### config.mk
export PLATFORM = sky130hd
export DESIGN_NAME = warp_hit_classifier
export DESIGN_NICKNAME = d
export VERILOG_FILES = /design/src/rtl/warp_hit_classifier.sv
export SDC_FILE = /design/constraint.sdc
export NUM_CORES = 2
export LEC_CHECK = 0
export BUFFER_PORTS_ARGS = -buffer_cell sky130_fd_sc_hd__buf_2
export CORE_UTILIZATION = 52
export DETAILED_ROUTE_END_ITERATION = 10
export PLACE_DENSITY = 0.78
export SLEW_MARGIN = 15
export SYNTH_ARGS = -nofsm -noshare
export SYNTH_HDL_FRONTEND = slang
export SYNTH_SLANG_ARGS = --single-unit
### constraint.sdc
create_clock -name clk -period 4.1 [get_ports clk]
set_input_delay 0.615 -clock clk [delete_from_list [all_inputs] [get_ports clk]]
set_output_delay 0.615 -clock clk [all_outputs]
set_load 0.02 [all_outputs]
### src/rtl/warp_hit_classifier.sv
module warp_hit_classifier #(
  parameter int NUM_WARPS = 32,
  parameter int CNT_W     = 8,
  parameter int INTERVAL  = 4096,
  localparam int WW = (NUM_WARPS > 1) ? $clog2(NUM_WARPS) : 1,
  localparam int TW = (INTERVAL > 1) ? $clog2(INTERVAL) : 1
) (
  input  logic          clk,
  input  logic          rst_n,
  input  logic          lk_valid,
  input  logic [WW-1:0] lk_warp,
  input  logic          lk_hit,
  input  logic [WW-1:0] q_warp,
  output logic [2:0]    q_class,
  output logic          q_bypass
);

  localparam logic [2:0] C_ALL_HIT  = 3'd0;
  localparam logic [2:0] C_MOST_HIT = 3'd1;
  localparam logic [2:0] C_BAL      = 3'd2;
  localparam logic [2:0] C_MOST_MIS = 3'd3;
  localparam logic [2:0] C_ALL_MIS  = 3'd4;
  localparam logic [CNT_W-1:0] CMAX = '1;

  logic [TW-1:0]    tick;
  logic             win_end;
  logic [CNT_W-1:0] hit_q [NUM_WARPS];
  logic [CNT_W-1:0] acc_q [NUM_WARPS];
  logic [2:0]       cls_q [NUM_WARPS];

  function automatic logic [2:0] classify(input logic [CNT_W-1:0] h, input logic [CNT_W-1:0] a);
    logic [CNT_W+3:0] he, ae, h10, a7, h5;
    he  = {4'b0, h};
    ae  = {4'b0, a};
    h10 = (he << 3) + (he << 1);
    a7  = (ae << 3) - ae;
    h5  = (he << 2) + he;
    if (h == a)          return C_ALL_HIT;
    else if (h == '0)    return C_ALL_MIS;
    else if (h10 >= a7)  return C_MOST_HIT;
    else if (h5 <= ae)   return C_MOST_MIS;
    else                 return C_BAL;
  endfunction

  assign win_end = (tick == TW'(INTERVAL - 1));

  always_ff @(posedge clk or negedge rst_n) begin
    if (!rst_n)       tick <= '0;
    else if (win_end) tick <= '0;
    else              tick <= tick + 1'b1;
  end

  for (genvar w = 0; w < NUM_WARPS; w++) begin : g_warp
    logic sel;
    assign sel = lk_valid && (lk_warp == WW'(w)) && (acc_q[w] != CMAX);

    always_ff @(posedge clk or negedge rst_n) begin
      if (!rst_n) begin
        hit_q[w] <= '0;
        acc_q[w] <= '0;
        cls_q[w] <= C_BAL;
      end else if (win_end) begin
        hit_q[w] <= '0;
        acc_q[w] <= '0;
        if (acc_q[w] != '0) cls_q[w] <= classify(hit_q[w], acc_q[w]);
      end else if (sel) begin
        acc_q[w] <= acc_q[w] + 1'b1;
        hit_q[w] <= hit_q[w] + CNT_W'(lk_hit);
      end
    end
  end

  assign q_class  = (int'(q_warp) < NUM_WARPS) ? cls_q[q_warp] : C_BAL;
  assign q_bypass = (q_class == C_MOST_MIS) || (q_class == C_ALL_MIS);

endmodule


==> flow_summary.toml <==
[power]
power_leakage_nw = 32.5
internal_power_mw = 16.8
p_total_mw = 28.3
sw_frac_of_total_pct = 40.7
p_comb_share_pct = 43.8
pwr-share-clk_pct = 25.8
p_sw_mw = 11.5
seqPwrFrac_pct = 30.4
powerDensity_nw_per_um2 = 407
ir_drop_v = 0.000319

[setup_path]
cpMostUsedCell = "o21ai_0"
critPathMaxStageDelay_ns = 0.56
crit_path_start_kind = "flop"
critPathArrivalTime_ns = 4.36
critPathBufInv = 1
endpoint_kind = "flop"
crit_required_ns = 4.74
crit_family = "compound AO/OA/AOI/OAI gates"
cp_slowest_cell = "a2111oi_1"
rr_startpoint = "acc_q[139]"
crit_start = "acc_q[139]"
crit_path_cell_trace = "inv_1 > ha_1 > nor4b_1 > o21ai_0 > a21boi_0 > o21a_1 > o21ai_0 > o21ai_0 > ha_1 > and4_1 > a221o_1 > a2111oi_1 > a22o_1"
path_class = "reg -> reg"
path_max_fanout = 6

[place]
post-dp-hpwl_microns = 124000
dp_slack_ns = 0.260
place_congestion = 0.959
io_buffers = 17

[cts]
clockBufferDepth = 3
tritoncts = "built"
numCtsBuffers = 78
clk_pin_slew_worst_paths_ns = 0.07
cts_setup_buffers = 0
cts_root_buffer = "clkbuf_16"
htree_levels = 3
clkSinkCount = 620
insertion_delay_ns = 0.71

[synthesis]
synth_cells = 7582
synth-compound-area-share_pct = 16.4
synth_area_sq_um = 64900
synth_adder_area_share_pct = 21.3
synth_top_family_by_area = "adder cells"
synth.distinct_cells = 81
synth-simple-area-share_pct = 19.4
ys.flop_type = "dfrtp_1"
ys_seq_area_share_pct = 23.9
async_flop_share_pct = 100
yosys-top-cells-area = "dfrtp_1 (23%), ha_1 (20%), xnor2_1 (9.4%)"
synth_edf_count = 0
synthMuxAreaShare_pct = 1.85
synth-xor-area-share_pct = 13.0
synth_area_per_cell_sq_um = 8.57
synth-seq-cells = 620
yosys_warnings = 0
synth_top_area_share_pct = 22.7
syn_nets = 8685
synth_top_area_cell = "dfrtp_1"

[floorplanning]
die_x_microns = 355
die_area_sq_um = 126000
start_util_pct = 52.5
coreArea_sq_um = 124000
ios = 18
rows = 129
die_h_microns = 355

[sta]
final_max_slew_viol_count = 0
setup_viol = 0
fin_crit_sh_pct = 90.9
fin_setup_tns_ns = 0
fmax_mhz = 268
worst_pin_slew_ns = 1.17
rsz0062_at_grt = "false"
layout_min_cycle_time_ns = 3.73
final_hold_viol_count = 0
skew_ns = 0.0515
setup_ws_ns = 0.374
relSlewSlack_pct = 21.0

[grt]
grt_antenna_before_repair = 5
grt_first_pass_wirelength_microns = 271000
grt_max_degree = 92
grt_overflow = 0
grt_pass1_vias = 54394
grt_use_total_pct = 25.4

[drt]
drtIter0Drc = 3818
antenna_left = 0
dr.pass1.iters = 9
wirelength_microns = 161000
vias_per_cell = 6.04
wl_per_cell_microns = 17.6
drc = 16
vias = 55390

[final_layout]
area_growth_pct = 6.88
fin_nets = 8577
drive_gt1_share_pct = 4.31
fin_util_pct = 56.1

[run_status]
violations = "DRC"
status = "finished, violations left"

[hold_path]
hp-start = "tick[10]"
worst_hold_path_type = "reg -> reg"

[flow_run]
maxCapViolations = 0
-- layout make-up --
class | instances | area [sq um]
Fill cell | 10838 | 54400
Multi-Input combinational cell | 6284 | 46800
Sequential cell | 620 | 15600
Clock buffer | 100 | 2120
Tap cell | 1637 | 2050
Inverter | 397 | 1490
Timing Repair Buffer | 93 | 808
Clock inverter | 43 | 576
Antenna cell | 3 | 7.51
-- cells in the mapped netlist (all sizes together) (60+ instances only) --
| master | count |
|---|---|
| o21ai | 323 |
| nand4 | 231 |
| nand3 | 204 |
| a311oi | 84 |
| and4 | 77 |
| a21o | 201 |
| a21oi | 446 |
| xnor2 | 697 |
| nor2b | 121 |
| ha | 1057 |
| nor3 | 148 |
| nor2 | 795 |
| clkbuf | 207 |
| inv | 397 |
| dfrtp | 588 |
| nand2 | 487 |
| buf | 74 |
| nor4 | 113 |
| xor2 | 267 |
| mux2i | 83 |
| o21a | 96 |
| and3 | 60 |
-- path summary, 6_finish.rpt --
check	end	slack, ns	cells after the start
worst min register to register	tick[10]	0.47	1
worst max-delay path	cls_q[52]	0.37	13
min in group asynchronous	hit_q[173]	0.59	2
worst max register to register	cls_q[52]	0.37	13
max in group asynchronous	hit_q[152]	2.52	3
worst min-delay path	tick[10]	0.47	1
-- placed cells by master (no fill, tap or decap), types with 83 or more instances in the layout --
cell	n
nor3_1	148
nor2_1	795
dfrtp_1	588
nand3_1	204
ha_1	1057
a21oi_1	446
a21o_1	201
nor2b_1	121
o21a_1	96
o21ai_0	323
xor2_1	267
nand2_1	487
mux2i_1	83
nor4_1	113
nand4_1	231
xnor2_1	697
inv_1	397
-- layer usage --
metal | track usage [%] | vias to the layer above | part of all wire (%)
met3 | 3.79 | 291 | 5.3
met1 | 34.0 | 26597 | 45
met4 | 7.70 | 0 | 2.9
met5 | 0 | - | 0
li1 | - | 27316 | -
met2 | 42.1 | 1186 | 46
-- worst register-to-register path, cell delays in order (launching register included) --
cell and delay [ns]:
dfrtp_1 0.48, inv_1 0.17, ha_1 0.35, nor4b_1 0.16, o21ai_0 0.21, a21boi_0 0.14, o21a_1 0.19, o21ai_0 0.26
o21ai_0 0.15, ha_1 0.30, and4_1 0.16, a221o_1 0.31, a2111oi_1 0.56, a22o_1 0.22
-- repair_timing --
action                     CTS  global route
setup endpoints to repair    0             6
hold endpoints to repair    44             0
resized for setup            0             5
hold buffers                 1             0
-- power groups by stage --
stage / logic (mW) / registers [mW] / clock network (mW)
CTS: 12.3 / 8.56 / 7.46
detailed placement: 12.1 / 8.66 / 0
floorplan: 9.86 / 7.88 / 0
global route: 14.1 / 8.77 / 7.72
finish: 12.4 / 8.60 / 7.30
global placement: 11.6 / 8.61 / 0
-- cell families after synthesis --
kind of cell,count (synthesis)
flip-flops,620
AND/OR/NAND/NOR,2520
XOR/XNOR,964
multiplexers,99
buffers and inverters,678
AO/OA/AOI/OAI,1612
adder cells (fa/ha/maj),1089
-- sequential cells by signal, indices dropped and copies added, names as in the netlist --
| name | flops |
|---|---|
| tick | 12 |
| hit_q | 256 |
| acc_q | 256 |
| cls_q | 96 |
-- per-stage QoR --
stage	cell area, sq um	std cells	hold slack, ns
final	69400	9177	0.474
after floorplan	64900	7582	0.319
after global routing	69400	9174	0.487
after global placement	66700	9030	0.452
after detailed placement	66700	9030	0.461
after CTS	69400	9174	0.473
(Power assumes the default switching activity.)
